==> config.mk <==
export PLATFORM = sky130hd
export DESIGN_NAME = row_fitness_acc
export DESIGN_NICKNAME = d
export VERILOG_FILES = /design/src/rtl/fit_pkg.sv /design/src/rtl/fit_sample_stage.sv /design/src/rtl/fit_sat_accum.sv /design/src/rtl/row_fitness_acc.sv
export SDC_FILE = /design/constraint.sdc
export NUM_CORES = 1
export LEC_CHECK = 0
export ABC_CLOCK_PERIOD_IN_PS = 1700
export BUFFER_PORTS_ARGS = -buffer_cell sky130_fd_sc_hd__clkbuf_2
export CORE_ASPECT_RATIO = 0.8
export CORE_MARGIN = 1
export CORE_UTILIZATION = 40
export CTS_BUF_LIST = sky130_fd_sc_hd__clkbuf_4 sky130_fd_sc_hd__clkbuf_8 sky130_fd_sc_hd__clkbuf_16
export DETAILED_ROUTE_END_ITERATION = 10
export GPL_ROUTABILITY_DRIVEN = 0
export PLACE_DENSITY = 0.75
export SETUP_SLACK_MARGIN = 0.5
export SLEW_MARGIN = 20
export SYNTH_ARGS = -nofsm -noshare
export SYNTH_HDL_FRONTEND = slang
export SYNTH_SLANG_ARGS = --single-unit
==> constraint.sdc <==
create_clock -name clk -period 1.7 [get_ports clk]
set_input_delay 0.17 -clock clk [delete_from_list [all_inputs] [get_ports clk]]
set_output_delay 0.17 -clock clk [all_outputs]
set_load 0.05 [all_outputs]
==> src/rtl/fit_pkg.sv <==
// Shared types for the row fitness accumulator.
// Assumes: nothing beyond IEEE 1800-2017.
package fit_pkg;

    // Classification of one training vector against the row's decision
    typedef enum logic [1:0] {
        OUT_TRUE_ACC  = 2'd0,
        OUT_TRUE_REJ  = 2'd1,
        OUT_FALSE_ACC = 2'd2,
        OUT_FALSE_REJ = 2'd3
    } outcome_e;

    // Classify one vector from the category match and the row decision
    function automatic outcome_e classify(input logic same_cat, input logic hit);
        if (same_cat) return hit ? OUT_TRUE_ACC : OUT_FALSE_REJ;
        return hit ? OUT_FALSE_ACC : OUT_TRUE_REJ;
    endfunction

endpackage

==> src/rtl/fit_sample_stage.sv <==
// Registers one strobed training vector and turns it into a score increment.
// Correct accept gives the sampled weight, correct reject gives one, errors give zero.
// Assumes: clr has priority and discards the vector sampled at the same edge.
module fit_sample_stage #(
    parameter int CAT_W    = 6,
    parameter int WEIGHT_W = 8
) (
    input  logic                clk,
    input  logic                rst_n,
    input  logic                clr,
    input  logic                sample_stb,
    input  logic                row_match,
    input  logic [CAT_W-1:0]    vec_cat,
    input  logic [CAT_W-1:0]    train_cat,
    input  logic [WEIGHT_W-1:0] tp_weight,
    output logic                stg_vld,
    output logic [WEIGHT_W-1:0] stg_inc
);
    import fit_pkg::*;

    outcome_e            outcome;
    logic [WEIGHT_W-1:0] inc_d;

    // Decide the reward for the vector on the inputs
    always_comb begin
        outcome = classify(vec_cat == train_cat, row_match);
        case (outcome)
            OUT_TRUE_ACC: inc_d = tp_weight;
            OUT_TRUE_REJ: inc_d = WEIGHT_W'(1);
            default:      inc_d = '0;
        endcase
    end

    // Hold the strobe and its reward for one cycle
    always_ff @(posedge clk) begin
        if (!rst_n || clr) begin
            stg_vld <= 1'b0;
            stg_inc <= '0;
        end else begin
            stg_vld <= sample_stb;
            stg_inc <= sample_stb ? inc_d : '0;
        end
    end

endmodule

==> src/rtl/fit_sat_accum.sv <==
// Saturating accumulator: adds add_val when add_en is high and sticks at all ones.
// Assumes: INC_W <= W.
module fit_sat_accum #(
    parameter int W     = 16,
    parameter int INC_W = 8
) (
    input  logic             clk,
    input  logic             rst_n,
    input  logic             clr,
    input  logic             add_en,
    input  logic [INC_W-1:0] add_val,
    output logic [W-1:0]     acc
);
    localparam int PAD_W = W + 1 - INC_W;

    logic [W:0] wide_sum;

    // Form the sum one bit wider so overflow is visible
    always_comb begin
        wide_sum = {1'b0, acc} + {{PAD_W{1'b0}}, add_val};
    end

    // Update the total, clamping at the top of the range
    always_ff @(posedge clk) begin
        if (!rst_n || clr) begin
            acc <= '0;
        end else if (add_en) begin
            acc <= wide_sum[W] ? {W{1'b1}} : wide_sum[W-1:0];
        end
    end

endmodule

==> src/rtl/row_fitness_acc.sv <==
// Fitness accumulator for one rule row under training.
// Each strobed vector is scored one cycle after sampling; score and count saturate.
// Assumes: host clears between candidates and reads the outputs at will.
module row_fitness_acc #(
    parameter int CAT_W       = 6,
    parameter int WEIGHT_W    = 8,
    parameter int MAX_SAMPLES = 400,
    localparam int SUM_W      = $clog2(MAX_SAMPLES * ((1 << WEIGHT_W) - 1) + 1),
    localparam int CNT_W      = $clog2(MAX_SAMPLES + 1)
) (
    input  logic                clk,
    input  logic                rst_n,
    input  logic                clr,
    input  logic                sample_stb,
    input  logic                row_match,
    input  logic [CAT_W-1:0]    vec_cat,
    input  logic [CAT_W-1:0]    train_cat,
    input  logic [WEIGHT_W-1:0] tp_weight,
    output logic [SUM_W-1:0]    fit_sum,
    output logic [CNT_W-1:0]    sample_cnt
);
    logic                stg_vld;
    logic [WEIGHT_W-1:0] stg_inc;

    fit_sample_stage #(.CAT_W(CAT_W), .WEIGHT_W(WEIGHT_W)) u_stage (
        .clk(clk), .rst_n(rst_n), .clr(clr),
        .sample_stb(sample_stb), .row_match(row_match),
        .vec_cat(vec_cat), .train_cat(train_cat), .tp_weight(tp_weight),
        .stg_vld(stg_vld), .stg_inc(stg_inc)
    );

    fit_sat_accum #(.W(SUM_W), .INC_W(WEIGHT_W)) u_sum (
        .clk(clk), .rst_n(rst_n), .clr(clr),
        .add_en(stg_vld), .add_val(stg_inc), .acc(fit_sum)
    );

    fit_sat_accum #(.W(CNT_W), .INC_W(1)) u_cnt (
        .clk(clk), .rst_n(rst_n), .clr(clr),
        .add_en(stg_vld), .add_val(1'b1), .acc(sample_cnt)
    );

endmodule

==> implementation parameters <==
Parameter                              Value

Outcome
  Outcome    finished with violations
  Failing checks    negative setup slack

Timing
  Ratio of final minimum period to clock period    1.08
  Setup violators final    17
  Worst slew slack as a fraction of its limit    0.585
  Max Slew Vio Count    0
  Setup TNS after final layout    -1.60 ns
  Maximum clock rate    543 MHz
  Hold WS    0.101 ns
  RSZ-0062 raised after global routing    yes
  Final worst slack    -0.143 ns
  Final hold violation count    0
  Transition time at the pin with the least slew margin    0.622 ns
  Final worst path period need    1.84 ns
  Max Clock Skew    0.00540 ns

Detailed routing
  First-iteration detailed-routing DRC count    132
  First-pass iteration count of the detailed router    4
  Remaining antenna violation count    0
  Top routing layer in use    met4
  Total detailed-routing wirelength    5160 um
  Wire length on met1    2280 um
  Met2 wire len    2520 um
  Vias per cell    5.32
  Vias post-DR    1871
  Per-cell routed wire length    14.7 um
  Routed wire length on met3    312 um
  Residual DRC count    0

Global routing
  Number of antenna violations at the first check in global routing    0
  Overflow left after global routing    0
  Maximum number of pins on one net before global-route repair    11
  Total routing usage reported by global routing    0.212
  First-pass GRT wire length    8170 um
  Vias in the first global route    1785

Setup path
  Number of cells traversed by the worst register-to-register path    7
  Kind of end point of the critical path    flop
  Worst EP arrival    2.08 ns
  Cells traversed along the worst timing path    ha_4 > a21oi_4 > a2111oi_4 > buf_4 > o21ai_4 > a2111o_1 > nand2_1
  Startpoint Class    flop
  Launch point of the worst reg-to-reg path    u_sum.acc[2]
  Endpoint of the worst-slack reg-to-reg timing path    u_sum.acc[13]
  Data required time of the critical path    1.93 ns
  Crit Path Max Fanout    4
  Slowest stage delay, CP    0.42 ns
  Slowest cell on the critical path    sky130_fd_sc_hd__a2111oi_4
  Type of the worst setup path    reg -> reg
  R2R setup slack    -0.14 ns

Synth
  Average size of a mapped cell    9.50 um2
  Share of cell area taken by muxes after synthesis    0.0163
  Synthesized cell area    1840 um2
  Yosys warnings    0
  Number of flip-flops and latches in the synthesized netlist    35
  Adder and majority cell fraction of the synthesized area    0.0855
  Synth Area in XOR/XNOR    0.0903
  Main combinational cell family by area after synthesis    compound AO/OA/AOI/OAI gates
  Fraction of the mapped netlist area in compound gates    0.219
  Post-Synthesis Net Count    231
  Simple-Gate Fraction of Synth Area    0.184
  Cells after Synth    194
  Fraction of the yosys area taken by sequential cells    0.380
  Netlist cell types    43

Clock network
  Clock tree from TritonCTS    done
  Clock sink count    35
  Hold buffers post-CTS    0
  Total number of H-tree levels    2
  Number of buffers between clock root and the deepest sink    2
  Insertion delay to the later sink of the worst-skew pair    0.28 ns
  Clock transition at the registers of the reported paths    0.07 ns
  TritonCTS buffer count    5
  Cell at the root of the clock tree    sky130_fd_sc_hd__clkbuf_8

Worst hold path
  Worst Hold Path EP    u_stage.stg_inc[1]
  Worst hold path type    in -> reg
  Number of stages on the worst hold path    2
  Startpoint of the worst hold path    tp_weight[1]

Final layout
  N_diodes    0
  Cell area after layout    3030 um2
  Total number of nets in the final design    331
  Proportion of layout cells with a drive suffix above 1    0.617
  Commonest non-fill, non-tap cells in the layout    sky130_fd_sc_hd__buf_4 (48), sky130_fd_sc_hd__clkbuf_2 (38), sky130_fd_sc_hd__dfxtp_1 (16)
  Leading cell type in the layout, fill and taps excluded    sky130_fd_sc_hd__buf_4
  Final cell utilization of the core    0.703
  Area growth from synthesis to layout    64.4%

Run
  Count of max-cap constraint violations    0

Placement
  Area after detailed placement    2600 um2
  DPL Wire Length    3430 um
  Number of input and output port buffers inserted    50
  Pre-CTS setup slack    -0.169 ns

Floorplan
  Horizontal die dimension    77.9 um
  # rows    21
  Initial Util    0.428
  Die boundary height    62.7 um
  Placeable core region    4310 um2
  I/O pin count    51
  Overall die area    4880 um2

Power and ir drop
  Worst-case vdd ir drop    0.000337 V
  Power Dens Cells    513 nW/um2
  Static power due to leakage    1.31 nW
[layout make-up]
| cell class | count | area [um2] |
|---|---|---|
| tap | 57 | 71.3 |
| fill | 315 | 1280 |
| timing repair buffer | 99 | 663 |
| multi-input combinational | 147 | 1430 |
| clock inverter | 2 | 7.51 |
| sequential | 35 | 762 |
| inverter | 6 | 22.5 |
| clock buffer | 6 | 76.3 |
[power by group]
| group | switching, mW | total, mW | internal [mW] | leakage, nW |
|---|---|---|---|---|
| combinational | 0.0812 | 0.161 | 0.0794 | 0.974 |
| clock | 0.288 | 0.583 | 0.295 | 0.0437 |
| sequential | 0.00663 | 0.812 | 0.805 | 0.296 |
[flip-flops by register name, indices dropped and copies added (netlist names)]
register and flops:
u_cnt.acc 9, u_stage.stg_inc 8, u_stage.stg_vld 1, u_sum.acc 17
[through the flow]
step	power (mW)	cells
finish	1.56	352
global route	1.62	352
CTS	1.55	344
detailed placement	0.962	325
global placement	0.960	325
floorplan	0.900	194
[worst max-delay path, delay by kind of cell, from the launching register on]
kind / cells / cell delay (ns)
AOI/OAI and AO/OA: 4 / 0.90
DFF: 1 / 0.35
adders and majority gates: 1 / 0.30
buffers and inverters: 1 / 0.19
and+or+nand+nor: 1 / 0.05
[timing repair]
action,CTS,global route
gates resized for setup,24,35
setup endpoints to repair,35,43
pin swaps,26,16
cloned,0,0
setup buffers,11,8
[layer usage]
metal | GRT usage | up-vias
li1 | - | 931
met1 | 0.268 | 869
met2 | 0.350 | 65
met3 | 0.0584 | 6
met4 | 0.0671 | 0
met5 | 0 | -
[cell usage after synthesis]
master,n,area share
sky130_fd_sc_hd__a2111o_1,1,0.0061
sky130_fd_sc_hd__a2111oi_4,1,0.015
sky130_fd_sc_hd__a211oi_1,2,0.0081
sky130_fd_sc_hd__a21o_1,1,0.0041
sky130_fd_sc_hd__a21oi_1,17,0.046
sky130_fd_sc_hd__a311o_1,1,0.0054
sky130_fd_sc_hd__a311oi_1,1,0.0048
sky130_fd_sc_hd__a31oi_1,5,0.017
sky130_fd_sc_hd__and2_0,1,0.0034
sky130_fd_sc_hd__and2_1,9,0.031
sky130_fd_sc_hd__and3_1,6,0.020
sky130_fd_sc_hd__and4_1,3,0.014
sky130_fd_sc_hd__buf_1,1,0.0020
sky130_fd_sc_hd__buf_2,1,0.0027
sky130_fd_sc_hd__clkbuf_1,4,0.0081
sky130_fd_sc_hd__dfxtp_1,35,0.38
sky130_fd_sc_hd__fa_1,1,0.011
sky130_fd_sc_hd__ha_1,11,0.075
sky130_fd_sc_hd__inv_1,6,0.012
sky130_fd_sc_hd__mux2i_1,3,0.016
sky130_fd_sc_hd__nand2_1,9,0.018
sky130_fd_sc_hd__nand2_2,1,0.0034
sky130_fd_sc_hd__nand2b_1,1,0.0034
sky130_fd_sc_hd__nand3_1,5,0.014
sky130_fd_sc_hd__nand4_1,9,0.031
sky130_fd_sc_hd__nor2_1,7,0.014
sky130_fd_sc_hd__nor2b_1,1,0.0034
sky130_fd_sc_hd__nor3_1,3,0.0081
sky130_fd_sc_hd__nor3_2,1,0.0054
sky130_fd_sc_hd__nor3b_1,2,0.0081
sky130_fd_sc_hd__nor4_1,1,0.0034
sky130_fd_sc_hd__o2111ai_2,1,0.0081
sky130_fd_sc_hd__o211ai_1,2,0.0081
sky130_fd_sc_hd__o21ai_0,7,0.019
sky130_fd_sc_hd__o21ai_1,1,0.0027
sky130_fd_sc_hd__o21ai_2,1,0.0048
sky130_fd_sc_hd__o21bai_1,2,0.0081
sky130_fd_sc_hd__o221a_2,8,0.049
sky130_fd_sc_hd__o22ai_1,1,0.0034
sky130_fd_sc_hd__o32ai_2,1,0.0088
sky130_fd_sc_hd__or3_1,1,0.0034
sky130_fd_sc_hd__xnor2_1,7,0.033
sky130_fd_sc_hd__xor2_1,12,0.057
[kinds of logic (layout without fill, tap and decap cells)]
| kind of cell | Yosys count | count (layout) |
|---|---|---|
| buffers and inverters | 12 | 113 |
| muxes | 3 | 3 |
| xor gates and xnor gates | 19 | 19 |
| AOI/OAI and AO/OA | 53 | 53 |
| adders and majority gates | 12 | 12 |
| DFF | 35 | 35 |
| and+or+nand+nor | 60 | 60 |
[worst max path at each step]
| stage | from | to | slack (ns) | depth (start not counted) |
|---|---|---|---|---|
| floorplan | u_sum.acc[0] | u_sum.acc[16] | -0.16 | 7 |
| global placement | u_sum.acc[2] | u_sum.acc[13] | -0.12 | 7 |
| detailed placement | u_sum.acc[0] | u_sum.acc[6] | -0.17 | 8 |
| CTS | u_sum.acc[0] | u_sum.acc[6] | -0.15 | 8 |
| global route | u_sum.acc[2] | u_sum.acc[6] | -0.20 | 7 |
| finish | u_sum.acc[2] | u_sum.acc[13] | -0.14 | 7 |
Power figures use the tool's default switching activity.
